--- src/rtl/icc_pkg.sv ---
package icc_pkg;
  localparam int IDX_W = 4;

  typedef enum logic [IDX_W-1:0] {
    RI_IRQ_STAT = 4'd0,
    RI_IRQ_RAW  = 4'd1,
    RI_IRQ_ENS  = 4'd2,
    RI_IRQ_ENC  = 4'd3,
    RI_SW_SET   = 4'd4,
    RI_SW_CLR   = 4'd5,
    RI_FIQ_STAT = 4'd8,
    RI_FIQ_RAW  = 4'd9,
    RI_FIQ_ENS  = 4'd10,
    RI_FIQ_ENC  = 4'd11
  } reg_idx_e;

  localparam int LANE_IRQ = 0;
  localparam int LANE_FIQ = 1;
  localparam int NUM_LANES = 2;

  function automatic logic idx_readable(input logic [IDX_W-1:0] a);
    case (a)
      RI_IRQ_STAT, RI_IRQ_RAW, RI_IRQ_ENS, RI_SW_SET,
      RI_FIQ_STAT, RI_FIQ_RAW, RI_FIQ_ENS: idx_readable = 1'b1;
      default:                             idx_readable = 1'b0;
    endcase
  endfunction
endpackage

--- src/rtl/icc_mask.sv ---
module icc_mask #(
  parameter int W = 32
) (
  input  logic         clk,
  input  logic         rst_n,
  input  logic         set_stb,
  input  logic         clr_stb,
  input  logic [W-1:0] wdata,
  output logic [W-1:0] mask
);
  always_ff @(posedge clk or negedge rst_n) begin
    if (!rst_n)       mask <= '0;
    else if (set_stb) mask <= mask | wdata;
    else if (clr_stb) mask <= mask & ~wdata;
  end

  p_set_or_r2: assert property (@(posedge clk) disable iff (!rst_n)
    set_stb |=> ((mask & $past(wdata)) == $past(wdata)));
  p_set_keep_r2: assert property (@(posedge clk) disable iff (!rst_n)
    set_stb |=> ((mask & $past(mask)) == $past(mask)));
  p_clr_bits_r3: assert property (@(posedge clk) disable iff (!rst_n)
    (clr_stb && !set_stb) |=> ((mask & $past(wdata)) == '0));
  p_hold_r10: assert property (@(posedge clk) disable iff (!rst_n)
    (!set_stb && !clr_stb) |=> $stable(mask));
endmodule

--- src/rtl/icc_soft.sv ---
module icc_soft (
  input  logic clk,
  input  logic rst_n,
  input  logic set_stb,
  input  logic clr_stb,
  input  logic wbit,
  output logic soft_q
);
  always_ff @(posedge clk or negedge rst_n) begin
    if (!rst_n)                soft_q <= 1'b0;
    else if (set_stb && wbit)  soft_q <= 1'b1;
    else if (clr_stb && wbit)  soft_q <= 1'b0;
  end

  p_soft_set_r6: assert property (@(posedge clk) disable iff (!rst_n)
    (set_stb && wbit) |=> soft_q);
  p_soft_clr_r6: assert property (@(posedge clk) disable iff (!rst_n)
    (clr_stb && wbit && !set_stb) |=> !soft_q);
  p_soft_hold_r10: assert property (@(posedge clk) disable iff (!rst_n)
    !((set_stb || clr_stb) && wbit) |=> $stable(soft_q));
endmodule

--- src/rtl/icc_rdmux.sv ---
module icc_rdmux
  import icc_pkg::*;
#(
  parameter int W = 32
) (
  input  logic             clk,
  input  logic             rst_n,
  input  logic             rd_stb,
  input  logic [IDX_W-1:0] addr,
  input  logic [W-1:0]     raw,
  input  logic [W-1:0]     irq_mask,
  input  logic [W-1:0]     fiq_mask,
  output logic [W-1:0]     rdata
);
  logic [W-1:0] sel;

  always_comb begin
    case (reg_idx_e'(addr))
      RI_IRQ_STAT:            sel = raw & irq_mask;
      RI_IRQ_RAW, RI_FIQ_RAW: sel = raw;
      RI_IRQ_ENS:             sel = irq_mask;
      RI_SW_SET:              sel = {{(W-1){1'b0}}, raw[0]};
      RI_FIQ_STAT:            sel = raw & fiq_mask;
      RI_FIQ_ENS:             sel = fiq_mask;
      default:                sel = '0;
    endcase
  end

  always_ff @(posedge clk or negedge rst_n) begin
    if (!rst_n)      rdata <= '0;
    else if (rd_stb) rdata <= sel;
  end

  p_unmapped_zero_r9: assert property (@(posedge clk) disable iff (!rst_n)
    (rd_stb && !idx_readable(addr)) |=> (rdata == '0));
  p_masked_sub_r5: assert property (@(posedge clk) disable iff (!rst_n)
    (rd_stb && (addr == RI_IRQ_STAT)) |=> ((rdata & ~$past(irq_mask)) == '0));
endmodule

--- src/rtl/icc_out.sv ---
module icc_out
  import icc_pkg::*;
(
  input  logic                 clk,
  input  logic                 rst_n,
  input  logic [NUM_LANES-1:0] pend,
  output logic [NUM_LANES-1:0] req_q
);
  always_ff @(posedge clk or negedge rst_n) begin
    if (!rst_n) req_q <= '0;
    else        req_q <= pend;
  end

  p_irq_lat_r7: assert property (@(posedge clk) disable iff (!rst_n)
    pend[LANE_IRQ] |=> req_q[LANE_IRQ]);
  p_irq_drop_r7: assert property (@(posedge clk) disable iff (!rst_n)
    !pend[LANE_IRQ] |=> !req_q[LANE_IRQ]);
  p_fiq_lat_r8: assert property (@(posedge clk) disable iff (!rst_n)
    pend[LANE_FIQ] |=> req_q[LANE_FIQ]);
  p_fiq_drop_r8: assert property (@(posedge clk) disable iff (!rst_n)
    !pend[LANE_FIQ] |=> !req_q[LANE_FIQ]);
endmodule

--- src/rtl/irq_fiq_ctrl.sv ---
module irq_fiq_ctrl
  import icc_pkg::*;
#(
  parameter int NUM_SRC = 32
) (
  input  logic               clk,
  input  logic               rst_n,
  input  logic               bus_wr,
  input  logic               bus_rd,
  input  logic [IDX_W-1:0]   bus_addr,
  input  logic [NUM_SRC-1:0] bus_wdata,
  output logic [NUM_SRC-1:0] bus_rdata,
  input  logic [NUM_SRC-1:0] src_in,
  output logic               irq_o,
  output logic               fiq_o
);
  localparam logic [IDX_W-1:0] ENS_IDX [NUM_LANES] = '{RI_IRQ_ENS, RI_FIQ_ENS};
  localparam logic [IDX_W-1:0] ENC_IDX [NUM_LANES] = '{RI_IRQ_ENC, RI_FIQ_ENC};

  logic [NUM_SRC-1:0]   raw;
  logic                 soft_q;
  logic [NUM_SRC-1:0]   lane_mask [NUM_LANES];
  logic [NUM_LANES-1:0] lane_pend;
  logic [NUM_LANES-1:0] lane_req;

  // Bit 0 comes from the software flop, the pin is not used.
  assign raw = {src_in[NUM_SRC-1:1], soft_q};

  icc_soft u_soft (
    .clk    (clk),
    .rst_n  (rst_n),
    .set_stb(bus_wr && (bus_addr == RI_SW_SET)),
    .clr_stb(bus_wr && (bus_addr == RI_SW_CLR)),
    .wbit   (bus_wdata[0]),
    .soft_q (soft_q)
  );

  for (genvar l = 0; l < NUM_LANES; l++) begin : g_lane
    icc_mask #(.W(NUM_SRC)) u_mask (
      .clk    (clk),
      .rst_n  (rst_n),
      .set_stb(bus_wr && (bus_addr == ENS_IDX[l])),
      .clr_stb(bus_wr && (bus_addr == ENC_IDX[l])),
      .wdata  (bus_wdata),
      .mask   (lane_mask[l])
    );
    assign lane_pend[l] = |(raw & lane_mask[l]);
  end

  icc_rdmux #(.W(NUM_SRC)) u_rd (
    .clk     (clk),
    .rst_n   (rst_n),
    .rd_stb  (bus_rd),
    .addr    (bus_addr),
    .raw     (raw),
    .irq_mask(lane_mask[LANE_IRQ]),
    .fiq_mask(lane_mask[LANE_FIQ]),
    .rdata   (bus_rdata)
  );

  icc_out u_out (
    .clk  (clk),
    .rst_n(rst_n),
    .pend (lane_pend),
    .req_q(lane_req)
  );

  assign irq_o = lane_req[LANE_IRQ];
  assign fiq_o = lane_req[LANE_FIQ];

  p_pin0_ignored_r11: assert property (@(posedge clk) disable iff (!rst_n)
    (lane_mask[LANE_IRQ] == 32'h1 && !soft_q) |=> !irq_o);
endmodule

--- config.mk ---
export PLATFORM = sky130hd
export DESIGN_NAME = irq_fiq_ctrl
export DESIGN_NICKNAME = d
export VERILOG_FILES = /design/src/rtl/icc_pkg.sv /design/src/rtl/icc_mask.sv /design/src/rtl/icc_soft.sv /design/src/rtl/icc_rdmux.sv /design/src/rtl/icc_out.sv /design/src/rtl/irq_fiq_ctrl.sv
export SDC_FILE = /design/constraint.sdc
export NUM_CORES = 1
export LEC_CHECK = 0
export BUFFER_PORTS_ARGS = -buffer_cell sky130_fd_sc_hd__buf_4
export CORE_MARGIN = 2
export CORE_UTILIZATION = 30
export CTS_CLUSTER_DIAMETER = 50
export CTS_CLUSTER_SIZE = 25
export DETAILED_ROUTE_END_ITERATION = 8
export GPL_TIMING_DRIVEN = 0
export PLACE_DENSITY_LB_ADDON = 0.2
export RECOVER_POWER = 100
export SETUP_SLACK_MARGIN = 0.15
export SYNTH_ARGS = -nofsm -noshare
export SYNTH_HDL_FRONTEND = slang
export SYNTH_SLANG_ARGS = --single-unit
--- constraint.sdc ---
create_clock -name clk -period 1.46 [get_ports clk]
set_input_delay 0.073 -clock clk [delete_from_list [all_inputs] [get_ports clk]]
set_output_delay 0.073 -clock clk [all_outputs]
set_load 0.03 [all_outputs]
==> flow_summary_export.csv, run 1 <==
group,metric,value,unit
placement,io_buffers,103,
critical_path,r2r_setup_slack,-8,ps
timing,timing.hold.ws,4.46,ps
layout,post_route_cells_drive_above_1_share,21.2,%
logic_synthesis,avgSynthCellArea,10.1,sq um
placement,gp_congestion,0.832,
logic_synthesis,syn_area,0.00472,sq mm
global_routing,grt_start_max_net_pins,100,
critical_path,cp.depth,3,
critical_path,critPathMaxStageDelay,520,ps
route,vias,4762,
floorplanning,coreArea,0.0153,sq mm
layout,layout.cells.non_filler,837,
critical_path,cp_max_fo,3,
critical_path,critPathArrivalTime,1690,ps
logic_synthesis,synth_top_family_by_area,"compound AO/OA/AOI/OAI gates",
timing,finalSetupViolations,1,
power_and_ir_drop,powerDensity,1270,mW/mm^2
critical_path,cp-end-kind,"flop",
critical_path,crit_path_start_kind,"flop",
global_routing,grtUsageTotal,22.4,%
floorplanning,rows,45,
logic_synthesis,synth_compound_area_share,33.3,%
placement,dp.cells,781,
clock_network,cts_tree,"built",
global_routing,grt_overflow_total,0,
layout,utilization,42.0,%
logic_synthesis,synth_most_common_cell,"dfrtp_1",
route,vias_per_cell,5.69,
global_routing,grt_pass1_vias,4760,
timing,rsz0062_at_grt,"yes",
timing,worst_slack,-7.53,ps
critical_path,r2r_end,"u_out.req_q[1]",
power_and_ir_drop,ir_drop,0.599,mV
logic_synthesis,async_flop_share,100,%
logic_synthesis,synth_mux_area_share,1.09,%
logic_synthesis,synth_ff_type,"dfrtp_1",
logic_synthesis,synth-xor-area-share,0,%
clock_network,clk_latency,350,ps
layout,insertedDiodeCount,0,
min_path,hp-class,"input pin to flop",
logic_synthesis,synth_area_leaders,"dfrtp_1 53%, a31oi_1 7.0%, a21oi_1 5.8%",
critical_path,cp_slowest_cell,"or4_4",
clock_network,htree_levels,3,
route,firstDrtPassIters,5,
placement,place_area,0.00575,sq mm
logic_synthesis,seq_area_frac_synth,52.5,%
floorplanning,fp.dieW,129,um
clock_network,cts-root-buf,"clkbuf_16",
route,routedWlPerCell,22.0,um
logic_synthesis,ys_types,31,
global_routing,grt_first_pass_wirelength,27800,um
floorplanning,die_area,0.0167,sq mm
global_routing,antenna_found_initial,0,
timing,slew_headroom,52.0,%
timing,tightestPinTransition,720,ps
route,drc,0,
timing,fin_skew,5.38,ps
clock_network,clkSinkCount,99,
timing,hold_viol_final,0,
clock_network,cts_buffers,9,
critical_path,path_buf_inv,0,
logic_synthesis,ys_warn_count,0,
outcome,violations,"setup timing",
layout,design_area,0.00641,sq mm
layout,synthToLayoutAreaGrowth,35.8,%
critical_path,endpoint,"u_out.req_q[1]",
logic_synthesis,synth-edff-count,0,
floorplanning,start_util,30.9,%
outcome,status,"finished with violations",
logic_synthesis,synth_top_area_share,52.5,%
logic_synthesis,yosys.area.top_type,"dfrtp_1",
logic_synthesis,synthTopCellsByCount,"99 x dfrtp_1, 55 x a21oi_1, 53 x a31oi_1",
layout,nets,694,
floorplanning,die_h,129,um
critical_path,crit_type,"flop to flop",
logic_synthesis,synthAdderAreaFrac,0,%
clock_network,clkTransAtPathRegs,70,ps
critical_path,required,1680,ps
route,detail-route-antenna-nets,0,
flow_run,max-cap-violations,0,
logic_synthesis,synthCells,467,
timing,fmax,681,MHz
timing,finalCritPeriodShare,101,%
critical_path,crit_path_cell_trace,"a22oi_1, nand4_1, or4_4",
route,drt_iter0_markers,509,
clock_network,cts_max_path_buffers,2,
critical_path,crit_family,"simple AND/OR/NAND/NOR gates",
logic_synthesis,syn_nets,539,
power_and_ir_drop,leakage,2.59,nW
critical_path,r2r_cells,3,
timing,maxSlewViolCount,0,
timing,final.min_clock_period,1470,ps
logic_synthesis,ys_seq_elements,99,
route,routed_wl,18400,um
logic_synthesis,synth_simple_gate_area_share,7.96,%
floorplanning,ioPinCount,106,
placement,dp_hpwl,12700,um
## worst register-to-register path, cell delays in order, from the launching register on
cell,delay (ps)
dfrtp_1,400
a22oi_1,240
nand4_1,180
or4_4,520
## power breakdown
| part | switching [mW] | internal, mW |
|---|---|---|
| Combinational | 1.05 | 0.860 |
| Sequential | 0.481 | 3.25 |
| Clock | 1.05 | 1.41 |
| Total | 2.58 | 5.52 |
## routing by layer
layer  routed length, um  global-route usage [%]  vias up
li1                    -                       -     2124
met1                7690                    29.3     2339
met2                8570                    36.1      250
met3                1540                    5.78       49
met4                 595                    8.12        0
met5                   0                       0        -
## stage by stage
| stage | setup WS [ps] | TNS (ps) | power [mW] |
|---|---|---|---|
| after floorplan | 196 | 0 | 4.64 |
| after global placement | -163 | -6570 | 5.44 |
| after detailed placement | -202 | -8240 | 5.49 |
| after CTS | 12.2 | 0 | 8.16 |
| after global routing | -44.0 | -279 | 8.51 |
| final | -7.53 | -7.53 | 8.11 |
## cell type report
| class | count | area, sq um |
|---|---|---|
| timing repair buffer | 144 | 1040 |
| fill | 1528 | 8850 |
| inverter | 10 | 37.5 |
| clock inverter | 2 | 35.0 |
| tap | 211 | 264 |
| sequential | 99 | 2480 |
| multi-input combinational | 317 | 2090 |
| buffer | 41 | 201 |
| clock buffer | 13 | 260 |
## worst min path at each step
stage                      start  cells after the start        end
floorplan                  rst_n                      0  async pin
global placement    bus_wdata[1]                      2       flop
detailed placement  bus_wdata[1]                      2       flop
CTS                 bus_wdata[4]                      3       flop
global route        bus_wdata[4]                      3       flop
finish              bus_wdata[4]                      3       flop
## what timing repair did
item | 4_1_cts | 5_1_grt
setup buffers | 9 | 0
resized for setup | 13 | 18
endpoints found under the setup margin | 2 | 39
endpoints found under the hold margin | 60 | 99
hold buffers | 30 | 1
pin swaps | 11 | 12
## cell usage in the layout (no fill, tap or decap), types with 10 or more instances in the layout
| master | n |
|---|---|
| dfrtp_1 | 99 |
| buf_4 | 77 |
| clkbuf_1 | 57 |
| a21oi_1 | 55 |
| a31oi_1 | 53 |
| o21ai_0 | 39 |
| dlygate4sd3_1 | 31 |
| nor2b_1 | 27 |
| a211oi_1 | 27 |
| o2bb2ai_1 | 27 |
| nand2_1 | 23 |
| a22oi_2 | 17 |
| a22oi_1 | 15 |
| buf_2 | 12 |
| inv_1 | 10 |
## logic make-up after synthesis
kind of cell           Yosys count
buffers and inverters           51
DFF                             99
AOI/OAI and AO/OA              244
muxes                            5
and+or+nand+nor                 68
No activity file was read; power rests on OpenSTA's default activity.
==> run 2, diff against run 1 <==
CAP_MARGIN = 5   (was unset)
CORE_UTILIZATION = 43   (was 30)
==> run 2 against run 1 <==
Effect of this change: the flow now finishes without violations; sequential share of layout area up 1.1 points; wire length down 9.1%; die area down 29%.
==> flow_summary_export.csv, run 2 (synthesis results as in run 1) <==
group,metric,value,unit
min_path,hp-class,"input pin to flop",
placement,io_buffers,103,
layout,layout_commonest_cell,"dfrtp_1",
critical_path,crit_path_cell_trace,"a22oi_2, nand4_1, or4_4",
critical_path,crit_type,"flop to flop",
timing,timing.hold.ws,15.5,ps
timing,tns,0,ps
clock_network,cts_buffers,9,
placement,place_area,0.00567,sq mm
layout,utilization,57.8,%
route,detail-route-antenna-nets,0,
power_and_ir_drop,ir_drop,0.607,mV
critical_path,crit_path_start_kind,"flop",
timing,hold_viol_final,0,
critical_path,cp_slowest_cell,"or4_4",
global_routing,grt_first_pass_wirelength,25300,um
power_and_ir_drop,p_seq_share,50.3,%
layout,regArea,0.00248,sq mm
placement,gp_congestion,0.940,
global_routing,grt_start_max_net_pins,100,
global_routing,antenna_found_initial,0,
timing,fmax,686,MHz
clock_network,htree_levels,3,
placement,dp_hpwl,11400,um
critical_path,required,1710,ps
route,routed_wl,16700,um
route,firstDrtPassIters,5,
layout,insertedDiodeCount,0,
critical_path,cp_max_fo,2,
placement,place_ws,-127,ps
layout,post_route_cells_drive_above_1_share,21.4,%
route,vias,4749,
layout,mostFrequentLayoutCells,"98 x dfrtp_1, 78 x buf_4, 61 x clkbuf_1, 55 x a21oi_1, 53 x a31oi_1",
power_and_ir_drop,p_comb_share,25.8,%
timing,rsz0062_at_grt,"yes",
clock_network,clk_latency,370,ps
clock_network,clkTransAtPathRegs,100,ps
clock_network,cts_max_path_buffers,2,
power_and_ir_drop,powerDensity,1190,mW/mm^2
floorplanning,rows,38,
global_routing,grtUsageTotal,28.8,%
outcome,status,"finished clean",
route,drt_iter0_markers,433,
critical_path,path_buf_inv,0,
route,vias_per_cell,6.16,
floorplanning,start_util,43.7,%
power_and_ir_drop,internal-power,4.93,mW
floorplanning,die_area,0.0118,sq mm
timing,maxSlewViolCount,0,
route,routedWlPerCell,21.7,um
power_and_ir_drop,clkPwrFrac,24.0,%
layout,multi_input_area,0.00210,sq mm
timing,slew_headroom,37.3,%
critical_path,crit_family,"simple AND/OR/NAND/NOR gates",
global_routing,grt_pass1_vias,4535,
timing,worst_slack,1.64,ps
layout,nets,698,
timing,finalSetupViolations,0,
power_and_ir_drop,leakage,2.54,nW
floorplanning,fp.dieW,109,um
timing,fin_skew,8.69,ps
timing,finalCritPeriodShare,99.9,%
critical_path,critPathArrivalTime,1710,ps
flow_run,max-cap-violations,0,
timing,final.min_clock_period,1460,ps
floorplanning,ioPinCount,106,
clock_network,clkSinkCount,99,
layout,nFillCells,986,
power_and_ir_drop,switching_share,33.5,%
timing,tightestPinTransition,940,ps
global_routing,grt_overflow_total,0,
layout,synthToLayoutAreaGrowth,32.1,%
route,drc,0,
power_and_ir_drop,switching_power,2.48,mW
clock_network,cts_tree,"built",
floorplanning,coreArea,0.0108,sq mm
clock_network,cts-root-buf,"clkbuf_8",
critical_path,critPathMaxStageDelay,530,ps
critical_path,cp-end-kind,"flop",
floorplanning,die_h,109,um
layout,design_area,0.00623,sq mm
==> run 2: cell types whose count changed in the layout (fill, tap and decap cells not counted), sizes merged <==
cell         change
buf              -1
bufinv           -1
clkbuf           +4
dlygate4sd3      +3
==> run 2: routing by layer <==
| layer | wire length, um | GRT usage, % | up-vias |
|---|---|---|---|
| li1 | - | - | 2123 |
| met4 | 430 | 11.5 | 0 |
| met1 | 6900 | 39.8 | 2336 |
| met3 | 1420 | 3.83 | 30 |
| met5 | 0 | 0 | - |
| met2 | 7970 | 45.9 | 260 |
==> run 2: worst min-delay path, cell delays in order <==
cell,delay [ps]
buf_4,90
o21ai_1,60
o2bb2ai_1,120
==> run 2: layout make-up <==
type	instances	share of cell area (%)
buffer	41	3.07
clock buffer	15	2.99
clock inverter	1	0.0803
inverter	10	0.602
multi-input combinational	317	33.7
sequential	99	39.8
tap	140	2.81
timing repair buffer	148	17.0
==> run 2: what timing repair did <==
| action | in CTS | in global routing |
|---|---|---|
| gates resized for setup | 14 | 13 |
| hold endpoints to repair | 63 | 99 |
| pin swaps | 8 | 8 |
| setup buffers | 9 | 2 |
| hold buffers | 33 | 1 |
| endpoints found under the setup margin | 2 | 7 |
==> run 2: through the flow <==
step           cells  total power [mW]
5_1_grt          771              7.74
4_1_cts          768              7.39
6_report         771              7.41
3_5_place_dp     710              5.45
3_3_place_gp     710              5.39
2_1_floorplan    467              4.64
==> run 2: power by group through the flow <==
stage          Combinational (mW)  Clock (mW)  Sequential [mW]
2_1_floorplan               0.897           0             3.74
3_3_place_gp                 1.68           0             3.71
3_5_place_dp                 1.72           0             3.73
4_1_cts                      1.92        1.76             3.70
5_1_grt                      2.08        1.89             3.78
6_report                     1.91        1.77             3.72
==> run 2: path summary, 6_finish.rpt <==
check	from	to	slack, ps	cells after the start
worst max-delay path	flop	u_out.req_q[1]	2	3
worst min-delay path	src_in[10]	u_rd.rdata[10]	20	3
worst max register to register	flop	u_out.req_q[1]	2	3
worst min register to register	u_rd.rdata[29]	u_rd.rdata[29]	490	1
max in group asynchronous	rst_n	async pin	440	2
min in group asynchronous	rst_n	u_rd.rdata[7]	350	2
==> run 3, diff against run 2 <==
RECOVER_POWER = 50   (was 100)
==> run 3 against run 2 <==
Effect of this change: count of clock-buffer cells in the layout is the same; global-route usage unchanged; setup slack improved by 1.4 ps; largest cell class unchanged; critical endpoint unchanged; die area unchanged; cell count unchanged; combinational power about the same; critical path type unchanged.
==> flow_summary_export.csv, run 3 (synthesis results as in run 1) <==
group,metric,value,unit
outcome,status,"finished clean",
floorplanning,die_h,109,um
power_and_ir_drop,ir_drop,0.606,mV
global_routing,grt_overflow_total,0,
clock_network,cts_buffers,9,
critical_path,r2r_setup_slack,3,ps
route,drt_iter0_markers,466,
layout,synthToLayoutAreaGrowth,32.5,%
global_routing,grt_first_pass_wirelength,25300,um
critical_path,crit_type,"flop to flop",
clock_network,htree_levels,3,
clock_network,cts-root-buf,"clkbuf_8",
critical_path,cp-end-kind,"flop",
critical_path,crit_family,"simple AND/OR/NAND/NOR gates",
critical_path,cp.depth,3,
layout,utilization,57.9,%
critical_path,endpoint,"u_out.req_q[1]",
timing,rsz0062_at_grt,"yes",
route,routed_wl,16700,um
layout,multi_input_area,0.00211,sq mm
placement,dp_hpwl,11400,um
layout,nFillCells,980,
timing,hold_viol_final,0,
layout,layout_commonest_cell,"dfrtp_1",
placement,place_area,0.00567,sq mm
critical_path,r2r_cells,3,
global_routing,grtUsageTotal,28.8,%
clock_network,cts_tree,"built",
layout,regArea,0.00248,sq mm
min_path,min_path_cells,3,
route,routedWlPerCell,21.7,um
timing,finalSetupViolations,0,
floorplanning,start_util,43.7,%
power_and_ir_drop,leakage,2.55,nW
timing,slew_headroom,38.1,%
layout,insertedDiodeCount,0,
clock_network,clkSinkCount,99,
critical_path,cp_max_fo,2,
critical_path,required,1710,ps
floorplanning,die_area,0.0118,sq mm
route,firstDrtPassIters,5,
critical_path,r2r_end,"u_out.req_q[1]",
clock_network,clkTransAtPathRegs,100,ps
layout,mostFrequentLayoutCells,"98 x dfrtp_1, 79 x buf_4, 58 x clkbuf_1, 55 x a21oi_1, 53 x a31oi_1",
floorplanning,fp.dieW,109,um
clock_network,clk_latency,370,ps
floorplanning,coreArea,0.0108,sq mm
timing,tightestPinTransition,929,ps
route,vias_per_cell,6.22,
timing,finalCritPeriodShare,99.8,%
timing,fmax,686,MHz
clock_network,cts_max_path_buffers,2,
timing,maxSlewViolCount,0,
flow_run,max-cap-violations,0,
placement,gp_congestion,0.940,
min_path,hp-class,"input pin to flop",
critical_path,cp_slowest_cell,"or4_4",
route,detail-route-antenna-nets,0,
layout,layout.cells.non_filler,771,
power_and_ir_drop,powerDensity,1190,mW/mm^2
layout,design_area,0.00625,sq mm
critical_path,crit_path_start_kind,"flop",
layout,post_route_cells_drive_above_1_share,22.2,%
placement,io_buffers,103,
timing,timing.hold.ws,14.1,ps
global_routing,antenna_found_initial,0,
layout,nets,698,
global_routing,grt_start_max_net_pins,100,
timing,fin_skew,11.8,ps
critical_path,critPathMaxStageDelay,530,ps
placement,dp.cells,710,
route,drc,0,
timing,final.min_clock_period,1460,ps
critical_path,path_buf_inv,0,
route,vias,4798,
global_routing,grt_pass1_vias,4535,
critical_path,critPathArrivalTime,1710,ps
critical_path,crit_path_cell_trace,"a22oi_2, nand4_1, or4_4",
floorplanning,ioPinCount,106,
floorplanning,rows,38,
==> run 3: routing by layer <==
| metal | track usage, % | up-vias | wire length (um) |
|---|---|---|---|
| met3 | 3.83 | 31 | 1380 |
| met2 | 45.9 | 256 | 7980 |
| met1 | 39.8 | 2389 | 6960 |
| met4 | 11.5 | 0 | 418 |
| li1 | - | 2122 | - |
| met5 | 0 | - | 0 |
==> run 3: worst min-delay path by stage <==
stage	from	to	slack [ps]
3_5_place_dp	bus_wdata[1]	flop	280
3_3_place_gp	bus_wdata[1]	flop	280
4_1_cts	src_in[31]	u_rd.rdata[31]	20
2_1_floorplan	rst_n	async pin	-220
6_report	src_in[10]	u_rd.rdata[10]	10
5_1_grt	src_in[10]	u_rd.rdata[10]	30
==> run 3: worst register-to-register path, cell delays in order, from the launching register on <==
cell and delay, ps:
dfrtp_1 400, a22oi_2 260, nand4_1 150, or4_4 530
==> run 3: stage by stage <==
| step | power, mW | setup TNS, ps | setup WS [ps] |
|---|---|---|---|
| 5_1_grt | 7.75 | -7.84 | -7.84 |
| 4_1_cts | 7.39 | 0 | 21.3 |
| 2_1_floorplan | 4.64 | 0 | 196 |
| 3_5_place_dp | 5.45 | -4460 | -127 |
| 6_report | 7.41 | 0 | 3.02 |
| 3_3_place_gp | 5.39 | -3620 | -104 |
==> run 3: repair_timing <==
item | CTS | global route
hold buffers | 33 | 1
resized for setup | 14 | 13
setup buffers | 9 | 2
hold endpoints to repair | 63 | 99
pin swaps | 8 | 8
setup endpoints to repair | 2 | 7
==> run 3: layout make-up <==
| type | count | share of cell area (%) |
|---|---|---|
| multi-input combinational | 317 | 33.8 |
| timing repair buffer | 148 | 17.0 |
| clock inverter | 1 | 0.0801 |
| clock buffer | 15 | 2.98 |
| tap | 140 | 2.80 |
| sequential | 99 | 39.7 |
| inverter | 10 | 0.600 |
| buffer | 41 | 3.08 |
==> run 3: report_power, final <==
group,internal [mW],switching [mW]
Sequential,3.25,0.477
Clock,0.808,0.960
Combinational,0.879,1.04
Total,4.93,2.48
